===== src/rtl/mpTxPkg.sv =====
package mpTxPkg;
  // Strobes from control to datapath, one clock wide.
  typedef struct packed {
    logic holdWrite;  // capture host byte and tag bit
    logic loadIdle;   // fill shifter from the holding register, line untouched
    logic loadChain;  // fill shifter and drive the start bit at once
    logic shiftBit;   // put the next frame bit on the line
    logic goMark;     // frame finished, force the line high
  } txStrobeT;
endpackage


===== src/rtl/mpTxControl.sv =====
module mpTxControl
  import mpTxPkg::*;
#(
  parameter int FRAME_LEN = 11
) (
  input  logic     clk,
  input  logic     rst,
  input  logic     baudTick,
  input  logic     wrEn,
  output txStrobeT stb,
  output logic     holdEmpty,
  output logic     txEnd
);
  localparam int CNT_W = $clog2(FRAME_LEN + 1);

  logic             busy;
  logic [CNT_W-1:0] bitCnt;  // bits already driven in the current frame
  logic             xferIdle, atStop, endTick, chainGo, finishGo, shiftGo;

  always_comb begin
    xferIdle = !busy && !holdEmpty;
    atStop   = busy && (bitCnt == CNT_W'(FRAME_LEN));
    endTick  = atStop && baudTick;
    chainGo  = endTick && !holdEmpty;
    finishGo = endTick && holdEmpty;
    shiftGo  = busy && baudTick && !atStop;

    stb.holdWrite = wrEn;
    stb.loadIdle  = xferIdle;
    stb.loadChain = chainGo;
    stb.shiftBit  = shiftGo;
    stb.goMark    = finishGo;
  end

  always_ff @(posedge clk) begin
    if (rst) begin
      busy      <= 1'b0;
      bitCnt    <= '0;
      holdEmpty <= 1'b1;
      txEnd     <= 1'b1;
    end else begin
      if (xferIdle)      busy <= 1'b1;
      else if (finishGo) busy <= 1'b0;

      if (xferIdle)     bitCnt <= '0;
      else if (chainGo) bitCnt <= CNT_W'(1);
      else if (shiftGo) bitCnt <= bitCnt + CNT_W'(1);

      // a host write wins over a transfer on the same edge
      if (wrEn)                      holdEmpty <= 1'b0;
      else if (xferIdle || chainGo)  holdEmpty <= 1'b1;

      if (wrEn)          txEnd <= 1'b0;
      else if (finishGo) txEnd <= 1'b1;
    end
  end
endmodule


===== src/rtl/mpTxDatapath.sv =====
module mpTxDatapath
  import mpTxPkg::*;
#(
  parameter int DATA_W = 8
) (
  input  logic              clk,
  input  logic              rst,
  input  txStrobeT          stb,
  input  logic [DATA_W-1:0] wrData,
  input  logic              wrMpb,
  output logic              lineOut
);
  localparam int FRAME_LEN = DATA_W + 3;

  logic [DATA_W-1:0]    holdData;
  logic                 holdMpb;
  logic [FRAME_LEN-1:0] frameWord;
  logic [FRAME_LEN-1:0] shiftReg;

  // stop, tag, data (bit 0 nearest the start bit), start
  assign frameWord = {1'b1, holdMpb, holdData, 1'b0};

  always_ff @(posedge clk) begin
    if (rst) begin
      holdData <= '0;
      holdMpb  <= 1'b0;
    end else if (stb.holdWrite) begin
      holdData <= wrData;
      holdMpb  <= wrMpb;
    end
  end

  always_ff @(posedge clk) begin
    if (rst) begin
      shiftReg <= '1;
      lineOut  <= 1'b1;
    end else if (stb.loadIdle) begin
      shiftReg <= frameWord;
    end else if (stb.loadChain) begin
      shiftReg <= {1'b1, frameWord[FRAME_LEN-1:1]};
      lineOut  <= frameWord[0];
    end else if (stb.shiftBit) begin
      shiftReg <= {1'b1, shiftReg[FRAME_LEN-1:1]};
      lineOut  <= shiftReg[0];
    end else if (stb.goMark) begin
      lineOut  <= 1'b1;
    end
  end
endmodule


===== src/rtl/mpFrameTx.sv =====
module mpFrameTx
  import mpTxPkg::*;
#(
  parameter int DATA_W = 8
) (
  input  logic              clk,
  input  logic              rst,
  input  logic              baudTick,
  input  logic              wrEn,
  input  logic [DATA_W-1:0] wrData,
  input  logic              wrMpb,
  input  logic              txReadyIrqEn,
  input  logic              txEndIrqEn,
  output logic              serialOut,
  output logic              holdEmpty,
  output logic              txEnd,
  output logic              txReadyReq,
  output logic              txEndReq
);
  localparam int FRAME_LEN = DATA_W + 3;

  txStrobeT stb;

  mpTxControl #(.FRAME_LEN(FRAME_LEN)) ctrl_i (
    .clk(clk), .rst(rst), .baudTick(baudTick), .wrEn(wrEn),
    .stb(stb), .holdEmpty(holdEmpty), .txEnd(txEnd)
  );

  mpTxDatapath #(.DATA_W(DATA_W)) dp_i (
    .clk(clk), .rst(rst), .stb(stb), .wrData(wrData), .wrMpb(wrMpb),
    .lineOut(serialOut)
  );

  assign txReadyReq = holdEmpty && txReadyIrqEn;
  assign txEndReq   = txEnd && txEndIrqEn;
endmodule


===== config.mk =====
export PLATFORM = sky130hd
export DESIGN_NAME = mpFrameTx
export DESIGN_NICKNAME = d
export VERILOG_FILES = /design/src/rtl/mpTxPkg.sv /design/src/rtl/mpTxControl.sv /design/src/rtl/mpTxDatapath.sv /design/src/rtl/mpFrameTx.sv
export SDC_FILE = /design/constraint.sdc
export NUM_CORES = 1
export LEC_CHECK = 0
export CAP_MARGIN = 15
export CORE_MARGIN = 2
export CORE_UTILIZATION = 47
export CTS_CLUSTER_SIZE = 20
export DETAILED_ROUTE_END_ITERATION = 6
export HOLD_SLACK_MARGIN = 0.15
export PLACE_DENSITY = 0.7
export SLEW_MARGIN = 15
export SYNTH_ARGS = -nofsm -noshare
export SYNTH_HDL_FRONTEND = slang
export SYNTH_SLANG_ARGS = --single-unit

===== constraint.sdc =====
create_clock -name clk -period 1.55 [get_ports clk]
set_input_delay 0.31 -clock clk [delete_from_list [all_inputs] [get_ports clk]]
set_output_delay 0.31 -clock clk [all_outputs]
set_load 0.1 [all_outputs]

* After elaboration in Yosys (flattened, before gate mapping)
Index checks and enable logic that the tools add are counted.
Operators by class: muxes and demuxes 13, reduce and logical (&&, ||, !) cells 22, add/subtract/negate cells 1, bitwise gates (word level) 1, eq/ne operators 1
Operator list (count):
- 10-bit two-way mux | 3
- 1-bit two-way mux | 10
- 1-bit logical AND | 9
- 2-bit nonzero test | 4
- 3-bit nonzero test | 2
- 4-bit by 1-bit adder with 4-bit output (second input constant) | 1
- 4-bit equality test (second input constant) | 1
- 1-bit zero test | 3
- 3-bit OR reduction | 1
- 2-bit AND reduction | 1
- 2-bit OR reduction | 1
- 1-bit logical OR | 1
- 1-bit inverter | 1
Storage, ports and cells: word-level logic and storage cells 47, output and inout bits 5, bits in registers 27, bits of input ports 15

* Depth between registers and ports, before layout
Gate-level depths: netlist of the first run.
word-level depth 7, gate-level depth with buffers 5, gate-level depth less buffers 4

* By module
A second synthesis of the first run with hierarchy kept.
Second synthesis, totals: cells, all modules 140, area total of the unflattened synthesis 1308.8 um^2
Modules (own cells, without submodules):
- mpTxDatapath | times used 1, sequential area each 400.4 um^2, area each 924.6 um^2, cells an instance 94
- mpTxControl | times used 1, sequential area each 140.1 um^2, area each 371.6 um^2, cells an instance 44
- mpFrameTx | times used 1, sequential area each 0.0 um^2, area each 12.5 um^2, cells an instance 2

* Worst setup path before layout of the first run
OpenSTA, ideal clock, no wires.
kind register -> output, start point register ctrl_i.holdEmpty, end point output port txReadyReq, arrival 2.007 ns, data required time 1.240 ns, path slack -0.767 ns, cell stages (with the launch flop) 3, buffers on the path 1, cells stage by stage dfxtp_1 > buf_6 > and2_1
On the way: longest elaborated chain between the ends 1
RTL lines:
- from (decl) | line mpTxControl.sv:11 | output logic holdEmpty,
- from (signal assigned) | line mpTxControl.sv:39 | holdEmpty <= 1'b1;
- from (signal assigned) | line mpTxControl.sv:50 | if (wrEn) holdEmpty <= 1'b0;
- from (signal assigned) | line mpTxControl.sv:51 | else if (xferIdle || chainGo) holdEmpty <= 1'b1;
- 1-bit logical AND | line mpFrameTx.sv:34 | assign txReadyReq = holdEmpty && txReadyIrqEn;
- to (decl) | line mpFrameTx.sv:17 | output logic txReadyReq,
No other way between the ends.

* Final worst setup path of the first run
start point register ctrl_i.bitCnt[1], end point register dp_i.shiftReg[7]
On the way: longest elaborated chain between the ends 6, elaborated cells between the ends (all ways) 9, classes of those cells eq/ne: 1; mux: 2; reduce/logical: 6
RTL lines:
- from (decl) | line mpTxControl.sv:17 | logic [CNT_W-1:0] bitCnt;
- from (signal assigned) | line mpTxControl.sv:47 | else if (shiftGo) bitCnt <= bitCnt + CNT_W'(1);
- 4-bit equality test * | line mpTxControl.sv:22 | atStop = busy && (bitCnt == CNT_W'(FRAME_LEN));
- 1-bit logical AND * | line mpTxControl.sv:22
- 1-bit logical AND | line mpTxControl.sv:23 | endTick = atStop && baudTick;
- 1-bit logical AND | line mpTxControl.sv:24 | chainGo = endTick && !holdEmpty;
- 10-bit two-way mux | line mpTxDatapath.sv:39 | end else if (stb.loadChain) begin
- 10-bit two-way mux | line mpTxDatapath.sv:37 | end else if (stb.loadIdle) begin
- to (signal assigned) | line mpTxDatapath.sv:38 | shiftReg <= frameWord;
- to (signal assigned) | line mpTxDatapath.sv:40 | shiftReg <= {1'b1, frameWord[FRAME_LEN-1:1]};
- to (signal assigned) | line mpTxDatapath.sv:43 | shiftReg <= {1'b1, shiftReg[FRAME_LEN-1:1]};
- to (decl) | line mpTxDatapath.sv:18 | logic [FRAME_LEN-1:0] shiftReg;
Mark *: on every way between the ends. The rest lies on a longest branch, timed or not. A chain may end at the register's enable or synchronous reset.

==> flow_summary.toml, run 1 <==
[status]
status = "finished clean"

[power_and_ir_drop]
ir_drop_mv = 0.623
pwr-share-comb_pct = 22.7
swShare_pct = 29.7
cellPowerDensity_nw_per_um2 = 816
p_sw_uw = 426
internal_power_mw = 1.01
power_frac_clock_pct = 22.1
seq_power_share_pct = 55.1
p_leak_nw = 0.747

[timing]
fmax_mhz = 651
tightest_slew_ns = 0.377
skew_ns = 0.0117
finalMaxSlewViolations = 0
slew_headroom_pct = 74.9
rsz0062_at_grt = "yes"
layout_min_cycle_time_ns = 1.54
setup_viol = 0
finalHoldViolCount = 0
period_share_pct = 99.1

[logic_synthesis]
synth.avg_cell_area_sq_um = 10.5
netlist.area_leader.share_pct = 42.2
synth_seq_cells = 27
synth_top_flop_cell = "dfxtp_1"
syn_inst = 122
synth_nets = 138
seq_area_frac_synth_pct = 42.2
synth_area_leader_cell = "dfxtp_1"
synth_enable_flop_cells = 0
synthArstFlopShare_pct = 0
yosys_warnings = 0
ys_top_cells_by_area = "dfxtp_1, a221o_1, mux2i_1"
syn-cell-area_sq_um = 1280
synth_cell_types = 36

[finish]
final_nets = 178
drive_above_1_share_pct = 32.3
stdcell_count = 191
diodes = 0
area_delta_synth_final_pct = 37.3
final_area_sq_um = 1760
multi_input_area_sq_um = 706
fillers = 208
regArea_sq_um = 549

[critical_path]
endpoint_kind = "flip-flop"
cp-endpoint = "dp_i.shiftReg[7]$_SDFFE_PP1P_"
required_ns = 1.78
cp_num_cells = 5
crit_family = "compound AO/OA/AOI/OAI gates"
critPathLaunchType = "flip-flop"
path_cells = "ha_4 > buf_6 > nand3b_1 > a221o_1 > a221o_1"
arrival_ns = 1.77
critical-path-max-stage-delay_ns = 0.39
r2r-end = "dp_i.shiftReg[7]$_SDFFE_PP1P_"
r2r-start = "ctrl_i.bitCnt[1]$_SDFFE_PP0P_"
crit_path_max_fanout = 5
rrSetupSlack_ns = 0.01
cp-startpoint = "ctrl_i.bitCnt[1]$_SDFFE_PP0P_"
rr_worst_depth = 5
critPathMostFrequentCell = "a221o_1"
slowest_stage = "dfxtp_2"
crit_type = "reg -> reg"
path_buf_inv = 1

[cts]
h-tree-depth = 1
cts-root-buf = "clkbuf_4"
hold_buffers = 0
cts_buffers = 3
clock-sinks = 27
cts_tree = "yes"
clk_pin_slew_ns = 0.16
clk_latency_ns = 0.33
cts_buffer_depth = 2

[die]
ios = 20
dieArea_sq_um = 3160
rows = 18
fp.coreArea_sq_um = 2520
die_h_um = 56.2
die_w_um = 56.2
start_util_pct = 50.7

[global_routing]
grt_pass1_wl_mm = 4.87
grt_usage_pct = 19.2
grt_max_degree = 18
antenna_found_initial = 0
grt_pass1_vias = 1071
grt_overflow_total = 0

[detailed_routing]
wl_per_cell_um = 15.9
final_antenna_net_count = 0
wirelength_mm = 3.04
drtPass1Iterations = 4
drc = 0
drt_iter0_drc = 42
num_vias = 1180
viasPerCell = 6.18

[place]
gp_congestion = 0.816
hpwl_mm = 2.06
placedInstanceArea_sq_um = 1660
dpl.cell_count = 182
numPortBuffers = 19

[run]
max_cap_viol_count = 0

[worst_hold_path]
hp-class = "reg -> reg"
==> cells by family (layout without fill, tap and decap cells) <==
family	after synthesis	count (layout)	synth area share (%)
and+or+nand+nor	40	41	19.8
AOI/OAI and AO/OA	33	33	23.9
DFF	27	27	42.2
buffers and inverters	11	49	5.28
muxes	10	10	7.82
adders and majority gates	1	1	0.977
==> cell usage in the layout (no fill, tap or decap), drive strengths merged <==
cell            n
a41o            1
and3            1
nand3b          1
nor2           14
a21oi           2
a32o            1
and4b           7
a211oi          1
o21ai           2
nor3            3
or2b            1
mux2i          10
clkdlybuf4s50  14
ha              1
clkinvlp        1
o32ai           1
a221o          17
clkbuf          3
or3             1
nor3b           1
nand2           3
nand4b          1
o211ai          1
and2            3
o31a            1
a2111oi         2
a31oi           2
o21bai          2
dfxtp          27
and3b           2
buf            29
nand2b          1
inv             2
nand3           2
==> cells in the mapped netlist, types with 2 or more instances <==
| cell | n |
|---|---|
| and4b_2 | 4 |
| nand2_1 | 2 |
| a2111oi_2 | 2 |
| nor2_2 | 2 |
| o21bai_1 | 2 |
| o21ai_0 | 2 |
| buf_6 | 3 |
| nor3_1 | 3 |
| and2_1 | 3 |
| dfxtp_1 | 27 |
| inv_1 | 2 |
| mux2i_1 | 10 |
| nor2_1 | 12 |
| buf_2 | 3 |
| clkbuf_1 | 3 |
| a221o_1 | 17 |
| nand3_1 | 2 |
| a21oi_1 | 2 |
| a31oi_1 | 2 |
| and4b_1 | 3 |
==> power by group through the flow <==
stage                     registers, mW  clock network (mW)  logic, mW
after global placement            0.807                   0      0.298
after floorplan                   0.820                   0      0.168
final                             0.791               0.317      0.326
after detailed placement          0.808                   0      0.305
after CTS                         0.793               0.326      0.306
after global routing              0.799               0.349      0.350
==> through the flow <==
| step | total power [mW] | setup slack, ns | hold WS (ns) | setup TNS (ns) | utilization [%] |
|---|---|---|---|---|---|
| floorplan | 0.988 | 0.0115 | 0.447 | 0 | - |
| global placement | 1.11 | -0.262 | 0.472 | -2.69 | 65.6 |
| detailed placement | 1.11 | -0.278 | 0.472 | -2.93 | 65.6 |
| CTS | 1.43 | 0.00694 | 0.507 | 0 | 66.9 |
| global route | 1.50 | -0.0139 | 0.528 | -0.0147 | 69.7 |
| finish | 1.44 | 0.0143 | 0.507 | 0 | 69.7 |
==> repair_timing <==
item	4_1_cts	5_1_grt
setup buffers	0	4
pin swaps	0	4
endpoints found under the setup margin	9	13
gates resized for setup	1	8
cloned	0	1
==> layout make-up <==
cell class | instances | share of cell area, %
inverter | 2 | 0.427
clock inverter | 1 | 0.427
clock buffer | 3 | 1.28
timing repair buffer | 43 | 24.3
tap | 30 | 2.14
sequential | 27 | 31.2
multi-input combinational | 85 | 40.1
==> metal layers <==
layer / vias up / global-route usage, % / share of wire (%)
met5: - / 0 / 0
met4: 0 / 6.46 / 0.43
met3: 2 / 4.19 / 6.7
met2: 40 / 30.3 / 48
met1: 570 / 26.0 / 45
li1: 568 / - / -
==> state kept, by name, summed over array words and instances, names as in the netlist <==
name              flops
ctrl_i.txEnd          1
ctrl_i.busy           1
dp_i.holdMpb          1
dp_i.holdData         8
dp_i.lineOut          1
dp_i.shiftReg        10
ctrl_i.bitCnt         4
ctrl_i.holdEmpty      1
==> worst register-to-register path: cells and delay by family, from the launching register on <==
| family | cells | cell delay (ns) |
|---|---|---|
| buffers and inverters | 1 | 0.10 |
| and+or+nand+nor | 1 | 0.18 |
| AOI/OAI and AO/OA | 2 | 0.62 |
| adders and majority gates | 1 | 0.16 |
| DFF | 1 | 0.39 |
==> worst min-delay path by stage <==
stage	startpoint	endpoint	cells after the start
floorplan	dp_i.shiftReg[8]$_SDFFE_PP1P_	dp_i.shiftReg[8]$_SDFFE_PP1P_	1
global placement	dp_i.shiftReg[5]$_SDFFE_PP1P_	dp_i.shiftReg[5]$_SDFFE_PP1P_	1
detailed placement	dp_i.shiftReg[8]$_SDFFE_PP1P_	dp_i.shiftReg[8]$_SDFFE_PP1P_	1
CTS	dp_i.shiftReg[7]$_SDFFE_PP1P_	dp_i.shiftReg[6]$_SDFFE_PP1P_	1
global route	dp_i.shiftReg[7]$_SDFFE_PP1P_	dp_i.shiftReg[6]$_SDFFE_PP1P_	1
finish	dp_i.shiftReg[7]$_SDFFE_PP1P_	dp_i.shiftReg[6]$_SDFFE_PP1P_	1
Power figures use the tool's default switching activity.
==> run 2: changes to the inputs <==
--- a/config.mk
+++ b/config.mk
@@ -12,6 +12,7 @@
 export DETAILED_ROUTE_END_ITERATION = 6
 export HOLD_SLACK_MARGIN = 0.15
 export PLACE_DENSITY = 0.7
+export SKIP_LAST_GASP = 1
 export SLEW_MARGIN = 15
 export SYNTH_ARGS = -nofsm -noshare
 export SYNTH_HDL_FRONTEND = slang
==> run 2 against run 1 <==
- clock power barely moved
- sequential power hardly changed
- combinational power about the same
- flip-flop and latch count did not move
- via count down 0.76%
- setup slack improved by 0.0019 ns
- register-to-register slack about the same
- maximum frequency up 0.12%
- wire length is 0.95% lower
- first-iteration DRC count fell by 12%
- highest routed layer unchanged
- cell count did not move
==> flow_summary.toml, run 2 (synthesis results as in run 1) <==
[timing]
finalMaxSlewViolations = 0
period_share_pct = 99.0
setup_tns_ns = 0
slew_headroom_pct = 74.6
rsz0062_at_grt = "yes"
skew_ns = 0.0122
tightest_slew_ns = 0.381
hold_slack_ns = 0.505
fmax_mhz = 652
layout_min_cycle_time_ns = 1.53
setup_viol = 0
finalHoldViolCount = 0

[global_routing]
gr-usage-met2_pct = 30.3
grt_overflow_total = 0
grt_pass1_vias = 1071
antenna_found_initial = 0
grt_pass1_wl_mm = 4.87
met3_usage_pct = 4.19
grt_max_degree = 18
busiest_layer = "met2"
grt_usage_pct = 19.2
grt_use_met1_pct = 26.0

[place]
gp_congestion = 0.816
numPortBuffers = 19
dpl.cell_count = 182
hpwl_mm = 2.06
placedInstanceArea_sq_um = 1660

[critical_path]
path_cells = "ha_4 > buf_6 > nand3b_1 > a221o_1 > a221o_1"
rrSetupSlack_ns = 0.02
critical-path-max-stage-delay_ns = 0.39
r2r-start = "ctrl_i.bitCnt[1]$_SDFFE_PP0P_"
crit_family = "compound AO/OA/AOI/OAI gates"
r2r-end = "dp_i.shiftReg[7]$_SDFFE_PP1P_"
crit_type = "reg -> reg"
critPathMostFrequentCell = "a221o_1"
crit_path_max_fanout = 5
path_buf_inv = 1
endpoint_kind = "flip-flop"
slowest_stage = "dfxtp_2"
critPathLaunchType = "flip-flop"
arrival_ns = 1.77
required_ns = 1.78
rr_worst_depth = 5

[finish]
largest_register_ffs = 10
top_register = "dp_i.shiftReg"
final_area_sq_um = 1750
drive_above_1_share_pct = 32.3
largestRegisters = "dp_i.shiftReg x10, dp_i.holdData x8, ctrl_i.bitCnt x4"
final_nets = 178
layout_commonest_cell = "buf_4"
regArea_sq_um = 549
fillers = 208
stdcell_count = 191
multi_input_area_sq_um = 706
area_delta_synth_final_pct = 37.0
diodes = 0
layout_common_cells = "buf_4, dfxtp_1, a221o_1, clkdlybuf4s50_1, nor2_1"

[cts]
cts_buffers = 3
clk_pin_slew_ns = 0.16
cts-root-buf = "clkbuf_4"
clock-sinks = 27
cts_tree = "yes"
clk_latency_ns = 0.33
cts_buffer_depth = 2
h-tree-depth = 1

[die]
die_h_um = 56.2
rows = 18
start_util_pct = 50.7
dieArea_sq_um = 3160
ios = 20
die_w_um = 56.2
fp.coreArea_sq_um = 2520

[run]
max_cap_viol_count = 0

[worst_hold_path]
whs_path_depth = 1
min_from = "dp_i.shiftReg[7]$_SDFFE_PP1P_"
min_to = "dp_i.shiftReg[6]$_SDFFE_PP1P_"
hp-class = "reg -> reg"

[detailed_routing]
wirelength_mm = 3.01
wl_per_cell_um = 15.8
num_vias = 1171
drc = 0
drtPass1Iterations = 4
drt_iter0_drc = 37
final_antenna_net_count = 0
viasPerCell = 6.13

[status]
status = "finished clean"

[power_and_ir_drop]
p_leak_nw = 0.745
cellPowerDensity_nw_per_um2 = 817
p_total_mw = 1.43
ir_drop_mv = 0.622
## run 2: how the worst max path moves through the flow
stage                                              from                             to  slack (ns)  depth (start not counted)
after floorplan           ctrl_i.holdEmpty$_SDFFE_PP1P_  dp_i.shiftReg[6]$_SDFFE_PP1P_        0.01                          4
after global placement                         baudTick  dp_i.shiftReg[7]$_SDFFE_PP1P_       -0.26                          5
after detailed placement                       baudTick  ctrl_i.bitCnt[3]$_SDFFE_PP0P_       -0.28                          5
after CTS                 ctrl_i.bitCnt[0]$_SDFFE_PP0P_  dp_i.shiftReg[0]$_SDFFE_PP1P_       0.007                          5
after global routing                           baudTick  ctrl_i.bitCnt[3]$_SDFFE_PP0P_       -0.03                          5
final                     ctrl_i.bitCnt[1]$_SDFFE_PP0P_  dp_i.shiftReg[7]$_SDFFE_PP1P_        0.02                          5
## run 2: layout make-up
cell class / instances / area share (%)
clock buffer: 3 / 1.28
sequential: 27 / 31.3
timing repair buffer: 43 / 24.2
multi-input combinational: 85 / 40.2
inverter: 2 / 0.428
clock inverter: 1 / 0.428
tap: 30 / 2.14
## run 2: report_power, final
group / leakage, nW / total (mW) / switching, mW / internal, mW
sequential: 0.224 / 0.791 / 0.0451 / 0.746
clock: 0.0139 / 0.318 / 0.219 / 0.0988
combinational: 0.507 / 0.325 / 0.161 / 0.164
## run 2: metal layers
layer	vias up	wire [um]
li1	563	-
met1	574	1370
met2	32	1480
met3	2	148
met4	0	13
met5	-	0
## run 2: through the flow
step	util [%]	setup slack, ns
2_1_floorplan	-	0.0115
3_3_place_gp	65.6	-0.262
3_5_place_dp	65.6	-0.278
4_1_cts	66.9	0.00694
5_1_grt	69.5	-0.0304
6_report	69.5	0.0162
## run 2: repair_timing
action                                  4_1_cts  5_1_grt
buffers inserted                              0        4
gates cloned                                  0        1
pin swaps                                     0        3
endpoints found under the setup margin        9       13
hold buffers                                  0        0
resized for setup                             1        7
